## src/rtl/fau_pkg.sv

```systemverilog
package fau_pkg;
  localparam int CLASS_N = 4;
  localparam int ADDR_W  = 4;

  typedef enum logic [ADDR_W-1:0] {
    OFS_FAULT     = 4'd0,
    OFS_FAULT_SET = 4'd1,
    OFS_MASK      = 4'd2,
    OFS_MASK_SET  = 4'd3,
    OFS_RT_CHIP   = 4'd4,
    OFS_RT_RECOV  = 4'd5,
    OFS_RT_SPEC   = 4'd6,
    OFS_RT_UNIT   = 4'd7,
    OFS_FIRST     = 4'd8,
    OFS_REPORT    = 4'd9
  } regOfs_e;

  typedef enum logic [2:0] {
    SEL_ZERO, SEL_FAULT, SEL_MASK, SEL_ROUTE, SEL_FIRST, SEL_REPORT
  } rdSel_e;

  typedef struct packed {
    logic               wrFault;
    logic               setFault;
    logic               wrMask;
    logic               setMask;
    logic [CLASS_N-1:0] wrRoute;
    logic               wrFirst;
    logic               wrReport;
  } strobe_t;
endpackage

```

## src/rtl/fau_ctrl.sv

```systemverilog
module fau_ctrl
  import fau_pkg::*;
(
  input  logic              regWrEn,
  input  logic [ADDR_W-1:0] regAddr,
  output strobe_t           strb,
  output rdSel_e            rdSel,
  output logic [1:0]        rdRoute
);
  always_comb begin
    strb    = '0;
    rdSel   = SEL_ZERO;
    rdRoute = regAddr[1:0];
    case (regAddr)
      OFS_FAULT: begin
        strb.wrFault = regWrEn;
        rdSel        = SEL_FAULT;
      end
      OFS_FAULT_SET: strb.setFault = regWrEn;
      OFS_MASK: begin
        strb.wrMask = regWrEn;
        rdSel       = SEL_MASK;
      end
      OFS_MASK_SET: strb.setMask = regWrEn;
      OFS_RT_CHIP, OFS_RT_RECOV, OFS_RT_SPEC, OFS_RT_UNIT: begin
        strb.wrRoute[regAddr[1:0]] = regWrEn;
        rdSel                      = SEL_ROUTE;
      end
      OFS_FIRST: begin
        strb.wrFirst = regWrEn;
        rdSel        = SEL_FIRST;
      end
      OFS_REPORT: begin
        strb.wrReport = regWrEn;
        rdSel         = SEL_REPORT;
      end
      default: ;
    endcase
  end

  always_comb begin
    assert_single_strobe_R11: assert ($onehot0(strb));
  end
endmodule

```

## src/rtl/fau_datapath.sv

```systemverilog
module fau_datapath
  import fau_pkg::*;
#(
  parameter int FAULT_W = 45,
  parameter int SRC_W   = 23,
  parameter int RPT_A   = 1,
  parameter int RPT_B   = 2
) (
  input  logic               clk,
  input  logic               rstN,
  input  strobe_t            strb,
  input  rdSel_e             rdSel,
  input  logic [1:0]         rdRoute,
  input  logic [FAULT_W-1:0] wrData,
  input  logic [FAULT_W-1:0] evtPulse,
  output logic [FAULT_W-1:0] rdData,
  output logic [CLASS_N-1:0] attn
);
  localparam logic [FAULT_W-1:0] DEF_MASK = FAULT_W'((64'd1 << SRC_W) - 64'd1);

  logic [FAULT_W-1:0] faultQ, faultD, maskQ, firstQ, firstBase, newBits, hwSet;
  logic [1:0]         reportQ;
  logic [FAULT_W-1:0] routeQ [CLASS_N];

  assign hwSet = evtPulse & DEF_MASK;

  always_comb begin
    if (strb.wrFault)       faultD = wrData | hwSet;
    else if (strb.setFault) faultD = faultQ | wrData | hwSet;
    else                    faultD = faultQ | hwSet;
  end

  assign newBits   = faultD & ~faultQ;
  assign firstBase = strb.wrFirst ? wrData : firstQ;

  always_ff @(posedge clk) begin
    if (!rstN) begin
      faultQ  <= '0;
      maskQ   <= '1;
      firstQ  <= '0;
      reportQ <= '0;
    end else begin
      faultQ <= faultD;
      if (strb.wrMask)       maskQ <= wrData;
      else if (strb.setMask) maskQ <= maskQ | wrData;
      firstQ  <= (firstBase == '0) ? newBits : firstBase;
      reportQ <= (strb.wrReport ? wrData[1:0] : reportQ)
               | {hwSet[RPT_B], hwSet[RPT_A]};
    end
  end

  for (genvar c = 0; c < CLASS_N; c++) begin : g_class
    always_ff @(posedge clk) begin
      if (!rstN)                routeQ[c] <= '0;
      else if (strb.wrRoute[c]) routeQ[c] <= wrData;
    end
    assign attn[c] = |(faultQ & ~maskQ & routeQ[c]);
  end

  always_comb begin
    case (rdSel)
      SEL_FAULT:  rdData = faultQ;
      SEL_MASK:   rdData = maskQ;
      SEL_ROUTE:  rdData = routeQ[rdRoute];
      SEL_FIRST:  rdData = firstQ;
      SEL_REPORT: rdData = {{(FAULT_W-2){1'b0}}, reportQ};
      default:    rdData = '0;
    endcase
  end

  assert_sticky_R2: assert property (@(posedge clk) disable iff (!rstN)
    !strb.wrFault |=> ((faultQ & $past(faultQ)) == $past(faultQ)));

  assert_rsvd_events_ignored_R3: assert property (@(posedge clk) disable iff (!rstN)
    (!strb.wrFault && !strb.setFault) |=>
      (faultQ[FAULT_W-1:SRC_W] == $past(faultQ[FAULT_W-1:SRC_W])));

  assert_hw_set_wins_R4: assert property (@(posedge clk) disable iff (!rstN)
    1'b1 |=> ((faultQ & $past(hwSet)) == $past(hwSet)));

  assert_masked_quiet_R8: assert property (@(posedge clk) disable iff (!rstN)
    (&maskQ) |-> (attn == '0));

  assert_first_hold_R9: assert property (@(posedge clk) disable iff (!rstN)
    (firstQ != '0 && !strb.wrFirst) |=> $stable(firstQ));

  assert_report_latch_R10: assert property (@(posedge clk) disable iff (!rstN)
    evtPulse[RPT_A] |=> reportQ[0]);
endmodule

```

## src/rtl/fault_attn_unit.sv

```systemverilog
module fault_attn_unit
  import fau_pkg::*;
#(
  parameter int FAULT_W = 45,
  parameter int SRC_W   = 23
) (
  input  logic               clk,
  input  logic               rstN,
  input  logic [FAULT_W-1:0] evtPulse,
  input  logic               regWrEn,
  input  logic [ADDR_W-1:0]  regAddr,
  input  logic [FAULT_W-1:0] regWrData,
  output logic [FAULT_W-1:0] regRdData,
  output logic               chipStopAttn,
  output logic               recovAttn,
  output logic               specialAttn,
  output logic               unitStopAttn
);
  strobe_t            strb;
  rdSel_e             rdSel;
  logic [1:0]         rdRoute;
  logic [CLASS_N-1:0] attn;

  fau_ctrl i_ctrl (
    .regWrEn (regWrEn),
    .regAddr (regAddr),
    .strb    (strb),
    .rdSel   (rdSel),
    .rdRoute (rdRoute)
  );

  fau_datapath #(.FAULT_W(FAULT_W), .SRC_W(SRC_W)) i_dp (
    .clk      (clk),
    .rstN     (rstN),
    .strb     (strb),
    .rdSel    (rdSel),
    .rdRoute  (rdRoute),
    .wrData   (regWrData),
    .evtPulse (evtPulse),
    .rdData   (regRdData),
    .attn     (attn)
  );

  assign chipStopAttn = attn[0];
  assign recovAttn    = attn[1];
  assign specialAttn  = attn[2];
  assign unitStopAttn = attn[3];
endmodule

```

## config.mk

```make
export PLATFORM = sky130hd
export DESIGN_NAME = fault_attn_unit
export DESIGN_NICKNAME = d
export VERILOG_FILES = /design/src/rtl/fau_pkg.sv /design/src/rtl/fau_ctrl.sv /design/src/rtl/fau_datapath.sv /design/src/rtl/fault_attn_unit.sv
export SDC_FILE = /design/constraint.sdc
export NUM_CORES = 1
export LEC_CHECK = 0
export ABC_CLOCK_PERIOD_IN_PS = 14650
export BUFFER_PORTS_ARGS = -buffer_cell sky130_fd_sc_hd__buf_2
export CAP_MARGIN = 10
export CORE_UTILIZATION = 45
export DETAILED_ROUTE_END_ITERATION = 10
export SETUP_SLACK_MARGIN = 0.05
export SYNTH_ARGS = -nofsm -noshare
export SYNTH_HDL_FRONTEND = slang
export SYNTH_SLANG_ARGS = --single-unit
```

## constraint.sdc

```tcl
create_clock -name clk -period 14.65 [get_ports clk]
set_clock_uncertainty 0.05 [all_clocks]
set_input_delay 0.7325 -clock clk [delete_from_list [all_inputs] [get_ports clk]]
set_output_delay 0.7325 -clock clk [all_outputs]
set_load 0.01 [all_outputs]
```

==> results of run 1 <==
cell usage after synthesis, types with 12 or more instances:
master	instances	area, um^2
nand2_1	145	544
nor2b_1	46	288
mux2_2	22	248
nand4_1	40	250
a22oi_1	105	788
nor2_1	59	221
a21oi_1	90	450
a222oi_1	47	470
mux4_2	45	1010
nor4_1	24	150
o31ai_2	20	250
buf_1	12	45.0
a211oi_1	24	180
nand3_1	15	75.1
edfxtp_1	180	5410
dfxtp_1	137	2740
a221o_1	45	450
clkbuf_1	80	300
and2_1	180	1130
metal layers:
layer,vias up,share of wire,track usage
met5,-,0,0
met4,0,0.024,0.0861
met3,83,0.10,0.0515
met2,850,0.47,0.526
met1,6552,0.41,0.478
li1,5442,-,-
how the worst max path moves through the flow:
| stage | startpoint | to | slack [ps] | cells past startpoint |
|---|---|---|---|---|
| finish | regAddr[1] | i_dp.firstQ[19]$_SDFF_PN0_ | 10620 | 8 |
| detailed placement | regAddr[1] | i_dp.firstQ[5]$_SDFF_PN0_ | 10070 | 8 |
| CTS | regAddr[1] | i_dp.firstQ[5]$_SDFF_PN0_ | 10610 | 8 |
| global route | regAddr[1] | i_dp.firstQ[4]$_SDFF_PN0_ | 10530 | 8 |
| floorplan | regAddr[0] | i_dp.routeQ[3][0]$_SDFFCE_PN0P_ | 9380 | 4 |
| global placement | regAddr[1] | i_dp.firstQ[0]$_SDFF_PN0_ | 10130 | 8 |
flip-flops by register name (all words and copies together), names as in the netlist:
register      count
i_dp.faultQ      45
i_dp.firstQ      45
i_dp.maskQ       45
i_dp.reportQ      2
i_dp.routeQ     180
cell families (layout without fill, tap and decap cells):
family,Yosys count,count (layout)
and+or+nand+nor,524,524
AOI/OAI and AO/OA,346,346
DFF,317,317
buffers and inverters,101,215
other,0,1
muxes,68,68
stage by stage:
step / instances / worst slack, ps
3_5_place_dp: 1852 / 10070
3_3_place_gp: 1852 / 10130
6_report: 1919 / 10620
2_1_floorplan: 1356 / 9380
5_1_grt: 1918 / 10530
4_1_cts: 1918 / 10610
report_power, final:
part | switching (uW) | internal [uW]
sequential | 61.4 | 999
clock | 381 | 564
combinational | 240 | 115
cells in the final DEF (no fill, tap or decap), drive strengths merged, types with 47 or more instances in the layout:
cell and instances:
clkbuf 49, a21oi 90, a22oi 105, nand2 145, dfxtp 137, a222oi 47
edfxtp 180, nor2 59, buf 147, and2 180
worst max-delay path: stages:
cell,delay (ps)
buf_2,70
buf_4,690
nor3b_4,60
buf_4,300
a2111o_1,520
o22ai_4,730
o2111ai_4,790
o31ai_2,430
area by class of cell:
cell class	count	area (um^2)	area share
Inverter	2	10.0	0.000568
Multi-Input combinational cell	938	6870	0.390
Timing Repair Buffer	147	798	0.0453
Antenna cell	1	2.50	0.000142
Clock inverter	17	216	0.0123
Clock buffer	49	1020	0.0579
Tap cell	448	561	0.0318
Sequential cell	317	8150	0.462
==> summary.md, run 1 <==
| Metric | Value |
|---|---|
| Status | `complete, no violations` |
| Remaining DRCs | `0` |
| Vias in the first global route | `12,000` |
| Layout cells sized above 1 | `0.213` |
| Crit Path Class | `input pin to flop` |
| Final setup violating endpoints | `0` |
| Worst-Margin Slew | `1230 ps` |
| I/O pin cnt | `146` |
| Core area | `33,500 um^2` |
| Hold endpoint | `i_dp.reportQ[0]$_SDFF_PN0_` |
| Clk_lat worst skew | `550 ps` |
| Reg clk slew, reported paths | `60 ps` |
| Final ANT Viol Nets | `0` |
| Mean area per synthesized cell | `11.3 um^2` |
| CTS tree | `yes` |
| Final worst-path cycle share | `0.275` |
| Final Cell Area | `17,600 um^2` |
| Hold depth | `3` |
| CTS Hold Bufs | `0` |
| Initial antenna violation count | `1` |
| Reg-to-Reg End | `i_dp.firstQ[19]$_SDFF_PN0_` |
| CTS Root Cell | `clkbuf_16` |
| Compound-gate portion of the synthesized area | `0.179` |
| Leakage | `0.00638 uW` |
| Post-synth EDFFs | `180` |
| Hold Startpoint | `evtPulse[1]` |
| Initial DRT Pass Iterations | `6` |
| F_max | `248 MHz` |
| Post-Synth Simple-Gate Area | `0.180` |
| Final min period | `4030 ps` |
| Post-DR wirelength/cell | `30.7 um` |
| CP Launch Type | `input pin` |
| Ys flop type | `edfxtp_1` |
| Gr usage total | `0.333` |
| Syn Inst Count | `1,356` |
| Yosys reg bits | `317` |
| Initial Utilization | `0.457` |
| GPL Wtd Cong | `0.986` |
| Fraction of registers with async set or reset after synthesis | `0` |
| Max-slew violation count | `0` |
| Synth unique cells | `42` |
| Worst EP required | `15,020 ps` |
| Largest family of logic cells by synthesized area | `simple AND/OR/NAND/NOR gates` |
| Synth Area in Adders | `0` |
| XOR/XNOR Fraction of Synth Area | `0` |
| DP HPWL | `38,800 um` |
| Die ar. | `34,800 um^2` |
| First-pass GRT wire length | `85,100 um` |
| FILL cells | `3,043` |
| Post-Syn Nets | `1,453` |
| Post-CTS sizing | `0` |
| Initial DRC count | `2,121` |
| Final WL | `58,900 um` |
| Mux contribution to synthesized area | `0.0830` |
| Placed cell area | `16,400 um^2` |
| Die Span Y | `187 um` |
| Slew margin rel. | `0.176` |
| Hold crit path type | `input pin to flop` |
| Crit path capture type | `flop` |
| Cell area after synthesis | `15,300 um^2` |
| Vias | `12,900` |
| Global route overflow | `0` |
| Postcts setup bufs | `0` |
| Via density | `6.74` |
| Pwr per Cell Area | `134 nW/um^2` |
| Largest net degree at the start of global routing | `71` |
| Setup_tns | `0 ps` |
| Worst hold slack | `400 ps` |
| Total CTS buffers | `36` |
| Worst vdd ir | `0.0000963 V` |
| Utilization after layout | `0.526` |
| Worst R2R Path Depth | `5` |
| Sequential fraction of the synthesis area | `0.532` |
| R2r setup slk | `10,940 ps` |
| Crit-path max FO | `54` |
| Tot Pwr | `2360 uW` |
| Synth warn | `0` |
| Critical Path AT | `4400 ps` |
| Max Cap Violations | `0` |
| RSZ-0062 raised after global routing | `no` |
| Htree depth | `2` |
| Clock Path Buffers | `3` |
| Nets | `1,539` |
| # clock sinks | `317` |
| Area grow syn2layout | `15.0%` |
| Port Buffers | `123` |
| Launch point of the worst reg-to-reg path | `i_dp.firstQ[29]$_SDFF_PN0_` |
| FP Rows | `67` |
| Die X | `187 um` |
| Hold Fails Final Rpt | `0` |
(Power assumes the default switching activity.)
==> run 2: changes to the inputs <==
- ABC_AREA: default -> 1
- ABC_CLOCK_PERIOD_IN_PS: 14650 -> 4010
- clock period: 14.65 -> 4.01 ns (I/O delays scaled with it)
==> summary.md, run 2 <==
| Metric | Value |
|---|---|
| Status | `complete, no violations (unchanged)` |
| Launch point of the worst reg-to-reg path | `i_dp.firstQ[39]$_SDFF_PN0_ (was i_dp.firstQ[29]$_SDFF_PN0_)` |
| Cell area after synthesis | `16,100 um^2 (was 15,300 um^2)` |
| Critical Path AT | `2900 ps (was 4400 ps)` |
| Final Cell Area | `18,800 um^2 (was 17,600 um^2)` |
| Fraction of registers with async set or reset after synthesis | `0 (unchanged)` |
| Postcts setup bufs | `0 (unchanged)` |
| Vias in the first global route | `14,800 (was 12,000)` |
| Top cells by instance count after synthesis | `inv_1 (325), nand2_1 (322), nor2_1 (270) (was and2_1 (180), edfxtp_1 (180), nand2_1 (145))` |
| Commonest non-fill, non-tap cell in the layout | `inv_1` |
| # clock sinks | `317 (unchanged)` |
| Crit-path max FO | `4 (was 54)` |
| Leakage | `0.00824 uW (was 0.00638 uW)` |
| Worst EP required | `3760 ps (was 15,020 ps)` |
| Initial DRT Pass Iterations | `8 (was 6)` |
| Clock Path Buffers | `3 (unchanged)` |
| Nets | `2,207 (was 1,539)` |
| Port Buffers | `123 (unchanged)` |
| Hold Fails Final Rpt | `0 (unchanged)` |
| Hold Startpoint | `evtPulse[8] (was evtPulse[1])` |
| Cell Chain, Critical Path | `inv_1 -> nand2_1 -> o21ai_0 -> nor4_1 -> nand4_1 -> nor2_1 -> nand3_1 -> buf_2 (was buf_2 -> buf_4 -> nor3b_4 -> buf_4 -> a2111o_1 -> o22ai_4 -> o2111ai_4 -> o31ai_2)` |
| Slew margin rel. | `0.230 (was 0.176)` |
| CP Launch Type | `flop (was input pin)` |
| Comb pwr share | `0.135 (was 0.150)` |
| Commonest cells after routing, fill and taps aside | `inv_1 (324), nand2_1 (321), nor2_1 (267), edfxtp_1 (180), dfxtp_1 (137) (was and2_1 (180), edfxtp_1 (180), nand2_1 (142), dfxtp_1 (137), buf_2 (122))` |
| Die ar. | `36,400 um^2 (was 34,800 um^2)` |
| Reg with most FFs | `i_dp.routeQ (unchanged)` |
| CTS tree | `yes (unchanged)` |
| Die X | `191 um (was 187 um)` |
| Synth unique cells | `38 (was 42)` |
| Area leader, netlist | `edfxtp_1 (unchanged)` |
| CTS Hold Bufs | `21 (was 0)` |
| Reg clk slew, reported paths | `60 ps (about the same)` |
| Post-Syn Nets | `2,086 (was 1,453)` |
| Yosys reg bits | `317 (unchanged)` |
| I/O pin cnt | `146 (unchanged)` |
| Top-count cell post-synth | `inv_1` |
| CTS Root Cell | `clkbuf_16 (unchanged)` |
| First-pass GRT wire length | `89,100 um (was 85,100 um)` |
| Diodes inserted | `0 (was 1)` |
| Post-synth top area share | `0.337 (was 0.353)` |
| Largest net degree at the start of global routing | `55 (was 71)` |
| Post-CTS sizing | `0 (unchanged)` |
| Final ANT Viol Nets | `0 (unchanged)` |
| Syn Inst Count | `1,989 (was 1,356)` |
| Synth warn | `0 (unchanged)` |
| Area grow syn2layout | `16.9% (was 15.0%)` |
| Max Cap Violations | `0 (unchanged)` |
| Fin cells | `2,594 (was 1,919)` |
| Global route overflow | `0 (unchanged)` |
| Crit Path Class | `flop to output port (was input pin to flop)` |
| Worst vdd ir | `0.000315 V (was 0.0000963 V)` |
| Vias | `15,500 (was 12,900)` |
| Hold crit path type | `input pin to flop (unchanged)` |
| Mean area per synthesized cell | `8.07 um^2 (was 11.3 um^2)` |
| Ranking of synthesized cells by area | `edfxtp_1 (34%), dfxtp_1 (17%), inv_1 (7.6%) (was edfxtp_1 (35%), dfxtp_1 (18%), and2_1 (7.3%))` |
| Die Span Y | `191 um (was 187 um)` |
| Core area | `34,800 um^2 (was 33,500 um^2)` |
| Worst Setup SP | `i_dp.maskQ[12]$_SDFFE_PN1P_ (was regAddr[1])` |
| Final min period | `3150 ps` |
| Clk_lat worst skew | `540 ps (was 550 ps)` |
| Initial antenna violation count | `0 (was 1)` |
| RSZ-0062 raised after global routing | `no (unchanged)` |
| CP delay by family, top | `simple AND/OR/NAND/NOR gates (was compound AO/OA/AOI/OAI gates)` |
| Worst-Margin Slew | `1150 ps (was 1230 ps)` |
| Max reg flops | `180 (unchanged)` |
| Final WL | `59,900 um (was 58,900 um)` |
| Pwr per Cell Area | `436 nW/um^2 (was 134 nW/um^2)` |
| Initial Utilization | `0.461 (was 0.457)` |
| Final worst-path cycle share | `0.786` |
| Remaining DRCs | `0 (unchanged)` |
| CP max stage delay | `850 ps (was 790 ps)` |
| Crit path capture type | `output port (was flop)` |
| Switching Share | `0.278 (was 0.289)` |
| Total CTS buffers | `37 (was 36)` |
| Layout cells sized above 1 | `0.120 (was 0.213)` |
| Htree depth | `2 (unchanged)` |
| Gr usage total | `0.328 (was 0.333)` |
| F_max | `317 MHz` |
| Initial DRC count | `1,798 (was 2,121)` |
| DP HPWL | `39,200 um (was 38,800 um)` |
| FILL cells | `3,244 (was 3,043)` |
| Sequential cell fraction of total power | `0.451 (was 0.449)` |
| Worst path buffer plus inverter count | `2 (was 3)` |
| Via density | `5.98 (was 6.74)` |
| Post-DR wirelength/cell | `23.1 um (was 30.7 um)` |
| FP Rows | `68 (was 67)` |
| Clk pwr share | `0.413 (was 0.400)` |
| Cell Int Power | `5910 uW (was 1680 uW)` |
| Psw | `2270 uW (was 682 uW)` |
| DP Cell Count | `2,505 (was 1,852)` |
| Final setup violating endpoints | `0 (unchanged)` |
| Sequential fraction of the synthesis area | `0.508 (was 0.532)` |
| Placed cell area | `17,300 um^2 (was 16,400 um^2)` |
| Critical path's slowest cell | `nor4_1 (was o2111ai_4)` |
| GPL Wtd Cong | `0.919 (was 0.986)` |
| Max-slew violation count | `0 (unchanged)` |
| Post-synth EDFFs | `180 (unchanged)` |
| Ys flop type | `edfxtp_1 (unchanged)` |
## run 2: metrics by stage
| step | setup TNS [ps] | power (uW) | hold slack (ps) | util | worst slack (ps) |
|---|---|---|---|---|---|
| 3_3_place_gp | 0 | 4790 | 375 | 0.498 | 989 |
| 3_5_place_dp | 0 | 4810 | 380 | 0.498 | 927 |
| 5_1_grt | 0 | 8420 | 30.5 | 0.539 | 775 |
| 6_report | 0 | 8180 | 18.3 | 0.539 | 860 |
| 2_1_floorplan | -59150 | 4350 | 269 | - | -657 |
| 4_1_cts | 0 | 8160 | 2.42 | 0.539 | 930 |
## run 2: final cells by class
| type | count | area (um^2) | share of cell area |
|---|---|---|---|
| Tap cell | 455 | 569 | 0.0303 |
| Timing Repair Buffer | 194 | 1280 | 0.0682 |
| Multi-Input combinational cell | 1229 | 6300 | 0.336 |
| Clock inverter | 12 | 83.8 | 0.00447 |
| Clock buffer | 56 | 1130 | 0.0604 |
| Inverter | 331 | 1240 | 0.0662 |
| Sequential cell | 317 | 8150 | 0.434 |
## run 2: logic make-up (layout without fill, tap and decap cells)
| kind of cell | count (synthesis) | in the layout | synth area share |
|---|---|---|---|
| AO/OA/AOI/OAI | 430 | 430 | 0.173 |
| AND/OR/NAND/NOR | 799 | 799 | 0.213 |
| flip-flops | 317 | 317 | 0.508 |
| buffers and inverters | 443 | 593 | 0.106 |
## run 2: worst paths after layout
kind	depth (start not counted)	to	slack [ps]
worst max-delay path	8	unitStopAttn	860
worst min-delay path	6	i_dp.faultQ[8]$_SDFF_PN0_	20
worst max register to register	10	i_dp.firstQ[0]$_SDFF_PN0_	1980
worst min register to register	2	i_dp.faultQ[29]$_SDFF_PN0_	470
## run 2: routing by layer
layer,up-vias,GRT usage,wire length (um)
met5,-,0,0
met4,0,0.142,2400
met3,158,0.0648,5900
met2,876,0.510,26900
met1,7413,0.444,24700
li1,7063,-,-
## run 2: power by group through the flow
| stage | registers, uW | logic (uW) | clock network, uW |
|---|---|---|---|
| 2_1_floorplan | 3740 | 612 | 0 |
| 3_3_place_gp | 3750 | 1050 | 0 |
| 3_5_place_dp | 3760 | 1060 | 0 |
| 4_1_cts | 3690 | 1080 | 3390 |
| 5_1_grt | 3710 | 1170 | 3540 |
| 6_report | 3690 | 1110 | 3380 |
## run 2: worst min-delay path, cell delays in order
cell and delay (ps):
buf_2 80, o21bai_1 90, inv_1 70, nand2_1 60
nand2_1 40, inv_1 40
==> run 3: changes to the inputs <==
- ABC_CLOCK_PERIOD_IN_PS: 4010 -> 2810
- PLACE_DENSITY: default -> 0.66
- clock period: 4.01 -> 2.81 ns (I/O delays scaled with it)
==> summary.md, run 3 (same netlist as run 2, synthesis figures left out) <==
| Metric | Value |
|---|---|
| Max Cap Violations | `0 (unchanged)` |
| Reg with most FFs | `i_dp.routeQ (unchanged)` |
| Hold depth | `3 (was 6)` |
| Leakage | `0.00848 uW (was 0.00824 uW)` |
| Cell Chain, Critical Path | `inv_1 -> nand2_1 -> o21ai_0 -> nor4_1 -> nand4_1 -> nor2_2 -> nand3_1 -> buf_2 (was inv_1 -> nand2_1 -> o21ai_0 -> nor4_1 -> nand4_1 -> nor2_1 -> nand3_1 -> buf_2)` |
| Port Buffers | `123 (unchanged)` |
| Commonest non-fill, non-tap cell in the layout | `inv_1 (unchanged)` |
| Register area | `8150 um^2 (unchanged)` |
| Crit path capture type | `output port (unchanged)` |
| I/O pin cnt | `146 (unchanged)` |
| Worst EP required | `2620 ps (was 3760 ps)` |
| Global route overflow | `0 (unchanged)` |
| Initial DRT Pass Iterations | `5 (was 8)` |
| Clk_lat worst skew | `520 ps (was 540 ps)` |
| Diodes inserted | `0 (unchanged)` |
| Post-DR wirelength/cell | `22.1 um (was 23.1 um)` |
| Reg clk slew, reported paths | `70 ps (was 60 ps)` |
| Final ANT Viol Nets | `0 (unchanged)` |
| Initial DRC count | `2,072 (was 1,798)` |
| Crit Path Class | `flop to output port (unchanged)` |
| Layout cells sized above 1 | `0.127 (was 0.120)` |
| Worst-Margin Slew | `743 ps (was 1150 ps)` |
| Gr usage total | `0.320 (was 0.328)` |
| CTS tree | `yes (unchanged)` |
| Status | `complete, no violations (unchanged)` |
| Remaining DRCs | `0 (unchanged)` |
| Initial antenna violation count | `0 (unchanged)` |
| Largest net degree at the start of global routing | `61 (was 55)` |
| Final setup violating endpoints | `0 (unchanged)` |
| Pwr per Cell Area | `611 nW/um^2 (was 436 nW/um^2)` |
| Max-slew violation count | `0 (unchanged)` |
| Final Cell Area | `19,300 um^2 (was 18,800 um^2)` |
| DP HPWL | `37,600 um (was 39,200 um)` |
| RSZ-0062 raised after global routing | `yes (was no)` |
| Slew margin rel. | `0.499 (was 0.230)` |
| CP max stage delay | `490 ps (was 850 ps)` |
| Worst hold slack | `10.2 ps (was 18.3 ps)` |
| First-pass GRT wire length | `87,600 um (was 89,100 um)` |
| Hold crit path type | `input pin to flop (unchanged)` |
| Final worst-path cycle share | `0.994` |
| Multi-input gate area | `6330 um^2 (was 6300 um^2)` |
| Die X | `191 um (unchanged)` |
| Final min period | `2790 ps` |
| Placed cell area | `17,600 um^2 (was 17,300 um^2)` |
| Area grow syn2layout | `20.4% (was 16.9%)` |
| CTS Root Cell | `clkbuf_16 (unchanged)` |
| Via density | `5.97 (was 5.98)` |
| # clock sinks | `317 (unchanged)` |
| Total CTS buffers | `35 (was 37)` |
| Die ar. | `36,400 um^2 (unchanged)` |
| Clock Path Buffers | `3 (unchanged)` |
| GPL Wtd Cong | `0.975 (was 0.919)` |
| CP Launch Type | `flop (unchanged)` |
| Crit-path max FO | `3 (was 4)` |
| F_max | `358 MHz` |
| Initial Utilization | `0.461 (unchanged)` |
| FP Rows | `68 (unchanged)` |
| FILL cells | `3,145 (was 3,244)` |
| Die Span Y | `191 um (unchanged)` |
| Worst vdd ir | `0.000337 V (was 0.000315 V)` |
| Worst R2R Path Depth | `10 (unchanged)` |
| Core area | `34,800 um^2 (unchanged)` |
| Hold Fails Final Rpt | `0 (unchanged)` |
| Vias | `15,700 (was 15,500)` |
| Vias in the first global route | `14,700 (was 14,800)` |
| Critical path's slowest cell | `nor4_1 (unchanged)` |
| Critical Path AT | `2600 ps (was 2900 ps)` |
| Max reg flops | `180 (unchanged)` |
| Commonest cells after routing, fill and taps aside | `inv_1 (324), nand2_1 (321), nor2_1 (266), edfxtp_1 (180), dfxtp_1 (137) (was inv_1 (324), nand2_1 (321), nor2_1 (267), edfxtp_1 (180), dfxtp_1 (137))` |
| Htree depth | `2 (unchanged)` |
| Final WL | `58,200 um (was 59,900 um)` |
| Nets | `2,253 (was 2,207)` |
run 3: cell count changes in the layout (fill, tap and decap cells not counted), sizes merged:
cell / before / now
dlygate4sd3: 21 / 53
clkinv: 12 / 15
bufinv: 1 / 6
clkinvlp: 0 / 4
clkbuf: 56 / 40
buf: 173 / 189
inv: 330 / 329
run 3: stage by stage:
stage	utilization	std cells	setup slack (ps)	TNS, ps	total power, uW
after global routing	0.555	2637	-14.6	-14.6	12100
after global placement	0.504	2521	381	0	6870
final	0.555	2637	18.1	0	11800
after floorplan	-	1989	-602	-81230	6200
after detailed placement	0.504	2521	306	0	6900
after CTS	0.555	2637	76.6	0	11800
run 3: cell type report:
class | count | area share
clock inverter | 23 | 0.0139
tap | 455 | 0.0295
multi-input combinational | 1229 | 0.328
sequential | 317 | 0.422
clock buffer | 40 | 0.0490
timing repair buffer | 242 | 0.0941
inverter | 331 | 0.0643
run 3: timing repair:
item	4_1_cts	5_1_grt
buffers inserted	0	0
cloned	0	0
endpoints found under the hold margin	84	0
hold buffers	53	0
resized for setup	1	4
setup endpoints to repair	1	3
run 3: worst max-delay path: cells and delay by family (launching register included):
family / cells / cell delay (ps)
flops: 1 / 330
compound gates: 1 / 170
simple gates: 5 / 1350
buf+inv: 2 / 230
run 3: power by group:
part	switching [uW]	internal, uW	total [uW]
registers	129	5140	5270
logic	1160	494	1650
clock network	1920	2970	4890
run 3: per-layer routing:
layer  wire [um]  GRT usage
met1       23200      0.436
met2       25800      0.496
met3        6390     0.0554
met4        2800      0.145
met5           0          0
run 3: final timing paths:
kind / startpoint / to / slack (ps)
setup / recovery: i_dp.maskQ[10]$_SDFFE_PN1P_ / unitStopAttn / 20
hold reg to reg: i_dp.faultQ[29]$_SDFF_PN0_ / i_dp.faultQ[29]$_SDFF_PN0_ / 470
hold / removal: regWrData[25] / i_dp.routeQ[3][25]$_SDFFCE_PN0P_ / 10
setup reg to reg: i_dp.firstQ[7]$_SDFF_PN0_ / i_dp.firstQ[14]$_SDFF_PN0_ / 920
